===== src/rtl/cs_gated_cmd_reg.sv =====
module cs_gated_cmd_reg #(
  parameter int W_FULL = 25,
  parameter int W_HALF = 14
) (
  input  logic              clk,
  input  logic              rst_n,
  input  logic              mode_split,
  input  logic              map_upper,
  input  logic [W_FULL-1:0] d_in,
  input  logic              cke_in,
  input  logic              odt_in,
  input  logic              cs_n_in,
  input  logic              csr_n_in,
  output logic [W_FULL-1:0] q_a,
  output logic [W_HALF-1:0] q_b,
  output logic              q_cke_a,
  output logic              q_cke_b,
  output logic              q_odt_a,
  output logic              q_odt_b,
  output logic              q_cs_n_a,
  output logic              q_cs_n_b
);
  localparam int PAD      = W_FULL - W_HALF;
  localparam int UPPER_LO = W_FULL - W_HALF;

  logic [W_FULL-1:0] data_r;
  logic              cke_r, odt_r, cs_r;
  logic              load, split, upper;
  logic [W_HALF-1:0] half_sel;

  assign load  = !cs_n_in || !csr_n_in;
  assign split = mode_split;
  assign upper = mode_split & map_upper;

  always_ff @(posedge clk or negedge rst_n) begin
    if (!rst_n) begin
      data_r <= '0;
      cke_r  <= 1'b0;
      odt_r  <= 1'b0;
      cs_r   <= 1'b0;
    end else begin
      cke_r <= cke_in;
      odt_r <= odt_in;
      cs_r  <= cs_n_in;
      if (load) data_r <= d_in;
    end
  end

  assign half_sel = upper ? data_r[W_FULL-1:UPPER_LO] : data_r[W_HALF-1:0];
  assign q_a      = split ? {{PAD{1'b0}}, half_sel} : data_r;
  assign q_b      = split ? half_sel : '0;
  assign q_cke_a  = cke_r;
  assign q_odt_a  = odt_r;
  assign q_cs_n_a = cs_r;
  assign q_cke_b  = split & cke_r;
  assign q_odt_b  = split & odt_r;
  assign q_cs_n_b = split & cs_r;

  assert_load_full_R1: assert property (@(posedge clk) disable iff (!rst_n)
    (load && !mode_split) |=> (q_a == $past(d_in)));

  assert_hold_R2: assert property (@(posedge clk) disable iff (!rst_n)
    (cs_n_in && csr_n_in) |=> ($stable(q_a) && $stable(q_b)));

  assert_reset_low_R3: assert property (@(posedge clk)
    !rst_n |-> (q_a == '0 && q_b == '0 && !q_cke_a && !q_cke_b &&
                !q_odt_a && !q_odt_b && !q_cs_n_a && !q_cs_n_b));

  assert_ctrl_pass_R4: assert property (@(posedge clk) disable iff (!rst_n)
    1'b1 |=> (q_cke_a == $past(cke_in) && q_odt_a == $past(odt_in) &&
              q_cs_n_a == $past(cs_n_in)));

  assert_split_copy_R5: assert property (@(posedge clk) disable iff (!rst_n)
    mode_split |-> (q_a[W_HALF-1:0] == q_b && q_a[W_FULL-1:W_HALF] == '0));

  assert_upper_map_R6: assert property (@(posedge clk) disable iff (!rst_n)
    (mode_split && map_upper && load) |=> (q_b == $past(d_in[W_FULL-1:UPPER_LO])));

  assert_b_copies_R8: assert property (@(posedge clk) disable iff (!rst_n)
    mode_split ? (q_cke_b == q_cke_a && q_odt_b == q_odt_a && q_cs_n_b == q_cs_n_a)
               : (q_b == '0 && !q_cke_b && !q_odt_b && !q_cs_n_b));
endmodule


===== config.mk =====
export PLATFORM = sky130hd
export DESIGN_NAME = cs_gated_cmd_reg
export DESIGN_NICKNAME = d
export VERILOG_FILES = /design/src/rtl/cs_gated_cmd_reg.sv
export SDC_FILE = /design/constraint.sdc
export NUM_CORES = 1
export LEC_CHECK = 0
export ABC_AREA = 1
export BUFFER_PORTS_ARGS = -buffer_cell sky130_fd_sc_hd__buf_2
export CAP_MARGIN = 20
export CORE_MARGIN = 2
export CORE_UTILIZATION = 29
export CTS_CLUSTER_DIAMETER = 80
export DETAILED_ROUTE_END_ITERATION = 16
export PLACE_DENSITY_LB_ADDON = 0.12
export SYNTH_ARGS = -nofsm -noshare
export SYNTH_HDL_FRONTEND = slang
export SYNTH_SLANG_ARGS = --single-unit

===== constraint.sdc =====
create_clock -name clk -period 0.8 [get_ports clk]
set_clock_uncertainty 0.05 [all_clocks]
set_input_delay 0.04 -clock clk [delete_from_list [all_inputs] [get_ports clk]]
set_output_delay 0.04 -clock clk [all_outputs]
set_load 0.03 [all_outputs]

Word-level counts from Yosys, hierarchy flattened
Index checks and enable logic that the tools add are counted.
{"block": "word_totals", "register_bits": 28, "latchBits": 0, "ramBits": 0, "romBits": 0, "inputBits": 33, "out_inout_bits": 45, "word_cells": 14, "memories": 0}
{"block": "classes", "n_addsub": 0, "n_mul": 0, "n_div": 0, "order_cmp": 0, "n_eq_ne": 0, "n_shift": 0, "muxes": 3, "bitwise_logic": 4, "n_reduce_logical": 3}
{"operator": "2-to-1 mux 14 bit", "count": 2}
{"operator": "2-to-1 mux 25 bit", "count": 1}
{"operator": "AND 1 bit", "count": 4}
{"operator": "zero test 1 bit", "count": 2}
{"operator": "logical OR 1 bit", "count": 1}

Longest topological paths before layout
{"block": "depth", "word_depth": 3, "mapped_depth": 5}

Worst setup path before layout
Ideal clock, no wire load.
{"block": "synth_timing", "path_type": "flip-flop to output port", "start": "register data_r[11]", "end": "output port q_b[0]", "t_arrival_ps": 1011, "path_slack_ps": -301, "stages_incl_launch_ff": 5, "cell_sequence": "dfrtp_1 inv_12 nand3_1 nand2_1 nor2_1"}
{"block": "synth_via", "elab_chain_len": 2}
{"item": "start: declaration", "line": "26", "rtl": "logic [W_FULL-1:0] data_r;"}
{"item": "start signal: assignment", "line": "45", "rtl": "if (load) data_r <= d_in;"}
{"item": "2-to-1 mux 14 bit", "line": "49", "rtl": "assign half_sel = upper ? data_r[W_FULL-1:UPPER_LO] : data_r[W_HALF-1:0];"}
{"item": "2-to-1 mux 14 bit", "line": "51", "rtl": "assign q_b = split ? half_sel : '0;"}
{"item": "end: declaration", "line": "15", "rtl": "output logic [W_HALF-1:0] q_b,"}
No other way between the ends.

Worst setup path after layout
{"block": "layout_timing", "start": "register data_r[22]", "end": "output port q_b[11]"}
Same word-level chain as after synthesis.

==> impl_metrics.py <==
metrics = {
    "floorplanning": {
        "fp.dieW_um": 79.8,
        "start_util_pct": 30.1,
        "die_area_um2": 6360,
        "die_h_um": 79.8,
        "coreArea_um2": 5540,
        "io_pins": 78,
        "rows": 27,
    },
    "route": {
        "wirelength_um": 4810,
        "firstDrtPassIters": 4,
        "drtIter0Drc": 33,
        "drc": 0,
        "wl_per_cell_um": 11.7,
        "drtAntennaViolNets": 0,
        "viasPerCell": 4.22,
        "num_vias": 1732,
    },
    "clocking": {
        "cts_root_buffer": "clkbuf_8",
        "clk_pin_slew_ps": 100,
        "cts.sinks": 28,
        "cts_max_level": 1,
        "cts_tree": "yes",
        "clockBufferDepth": 2,
        "cts-buffers-inserted": 3,
        "clk_latency_ps": 270,
    },
    "final_layout": {
        "nFillCells": 477,
        "area_delta_synth_final_pct": 111,
        "fin_nets": 372,
        "n_antenna_cell": 0,
        "final_layout_size_suffix_gt1_share_pct": 71.6,
    },
    "grt": {
        "grt_pass1_wl_um": 8070,
        "grt_overflow": 0,
        "grt_pass1_vias": 1789,
        "grt_max_degree": 29,
        "grt.total_usage_pct": 16.2,
        "antenna_found_initial": 0,
    },
    "logic_synthesis": {
        "yosys_warnings": 0,
        "seq_area_frac_synth_pct": 42.1,
        "synthCells": 204,
        "avgSynthCellArea_um2": 8.16,
        "synth-adder-area-share_pct": 0,
        "yosys.cell_types.count": 17,
        "synth_nets": 237,
        "ys_seq_elements": 28,
        "synth_simple_gate_area_share_pct": 30.6,
        "synth_top_family_by_area": "simple AND/OR/NAND/NOR gates",
        "synth_compound_area_share_pct": 7.51,
        "synthXorXnorAreaFrac_pct": 0,
        "synthMuxAreaShare_pct": 0,
        "netlist_area_um2": 1670,
    },
    "setup_path": {
        "max_stage_delay_ps": 440,
        "start_kind": "flop",
        "crit_chain": "inv_8 > nand3_4 > nand2_4 > nor2_4 > buf_6",
        "path_max_fanout": 3,
        "cp.arrival_ps": 1160,
        "worstPathRequired_ps": 710,
        "crit_type": "flop to output pin",
        "critPathSlowestCell": "dfrtp_1",
        "rrSetupSlack_ps": -240,
        "cp-end-kind": "output pin",
    },
    "timing": {
        "min_period_ps": 1250,
        "setup_viol": 54,
        "slew_viol_final": 0,
        "final_hold_viol_count": 0,
        "rsz0062_at_grt": "yes",
        "setup_tns_ps": -16100,
        "fmax_mhz": 802,
        "tightestPinTransition_ps": 407,
        "holdWs_ps": 170,
        "slew_headroom_pct": 72.9,
        "fin_crit_sh_pct": 156,
        "setup_slack_ps": -447,
    },
    "pwr": {
        "ir_drop_mv": 0.831,
        "pwr-share-comb_pct": 47.3,
        "finalPower_w": 0.00479,
        "sw_frac_of_total_pct": 37.0,
        "internal-power_w": 0.00302,
        "p_clk_share_pct": 18.7,
        "p_leak_nw": 1.64,
        "p_per_area_nw_per_um2": 1360,
        "p_sw_w": 0.00177,
        "p_seq_share_pct": 34.0,
    },
    "run": {
        "cap_violations": 0,
    },
    "status": {
        "status": "finished, violations left",
        "violations": "negative setup slack",
    },
    "placement": {
        "hpwl_um": 3080,
        "placement.io_buffers": 77,
        "place_congestion": 0.715,
    },
    "hold_path": {
        "min_path_type": "input pin to asynchronous set/reset pin",
    },
}
area by class of cell:
cell class	count	area [µm²]	area share, %
Timing Repair Buffer	141	1350	38.4
Multi-Input combinational cell	122	1040	29.6
Sequential cell	28	708	20.1
Inverter	43	272	7.72
Tap cell	72	90.1	2.56
Clock buffer	4	55.1	1.57
worst max-delay path: cells and delay by family, from the launching register on:
family,cells,cell delay (ps)
AND/OR/NAND/NOR,3,210
flip-flops,1,440
buffers and inverters,2,220
layout by cell type (no fill, tap or decap), types with 8 or more instances in the layout:
master and n:
o21ai_1 10, buf_6 63, nand3_4 11, o21ai_2 15
nand2_1 31, dlygate4sd3_1 29, buf_2 32, nand2_2 12
clkinvlp_4 8, nor2_4 24, inv_4 9, buf_4 12
inv_2 14, dfrtp_1 22, nand2_4 15
synth_stat cells (all sizes together):
| library cell | count | area [µm²] |
|---|---|---|
| clkinv | 8 | 40.0 |
| o21ai | 25 | 125 |
| bufinv | 1 | 17.5 |
| nand2 | 58 | 270 |
| nand3 | 14 | 120 |
| dfrtp | 28 | 701 |
| nor2 | 25 | 119 |
| buf | 11 | 75.1 |
| clkinvlp | 8 | 60.1 |
| inv | 26 | 138 |
cells by family after synthesis:
kind of cell    count (synthesis)
simple gates                   97
flops                          28
buf+inv                        54
compound gates                 25
registers in the layout, summed over array words and instances (netlist names):
| name | count |
|---|---|
| data_r | 25 |
| q_odt_a | 1 |
| q_cs_n_a | 1 |
| q_cke_a | 1 |
per-layer routing:
metal | track usage, % | vias up | wire length [µm] | part of all wire (%)
li1 | - | 884 | - | -
met3 | 2.04 | 4 | 184 | 3.8
met4 | 4.07 | 0 | 37 | 0.77
met2 | 30.1 | 50 | 2580 | 54
met5 | 0 | - | 0 | 0
met1 | 19.8 | 794 | 2000 | 42
what timing repair did:
item,in CTS,in global routing
hold endpoints to repair,56,0
gates resized for setup,134,56
pin swaps,35,22
cloned,0,0
buffers inserted,10,10
hold buffers,29,0
endpoints found under the setup margin,54,62
power by group through the flow:
stage,sequential [W],clock [W],combinational (W)
floorplan,0.00166,0,0.00103
global placement,0.00164,0,0.00156
detailed placement,0.00165,0,0.00156
CTS,0.00162,0.000936,0.00215
global route,0.00164,0.000976,0.00244
finish,0.00163,0.000896,0.00227
path summary, 6_finish.rpt:
path / from / endpoint / depth (start not counted)
min: rst_n / data_r[9]$_DFFE_PN0P_ / 3
max: data_r[22]$_DFFE_PN0P_ / q_b[11] / 5
min reg2reg: data_r[15]$_DFFE_PN0P_ / data_r[15]$_DFFE_PN0P_ / 2
min in group clk: csr_n_in / data_r[3]$_DFFE_PN0P_ / 4
max reg2reg: data_r[6]$_DFFE_PN0P_ / data_r[6]$_DFFE_PN0P_ / 5
max in group asynchronous: rst_n / q_cke_a$_DFF_PN0_ / 3
per-stage QoR:
step / cell area (µm²) / setup slack (ps) / utilization, % / cells
final: 3520 / -447 / 63.5 / 410
after global routing: 3520 / -496 / 63.5 / 410
after CTS: 3350 / -465 / 60.4 / 410
after detailed placement: 2460 / -217 / 44.4 / 368
after global placement: 2460 / -210 / 44.4 / 368
after floorplan: 1800 / -95.9 / - / 204
No activity file was read; power rests on OpenSTA's default activity.
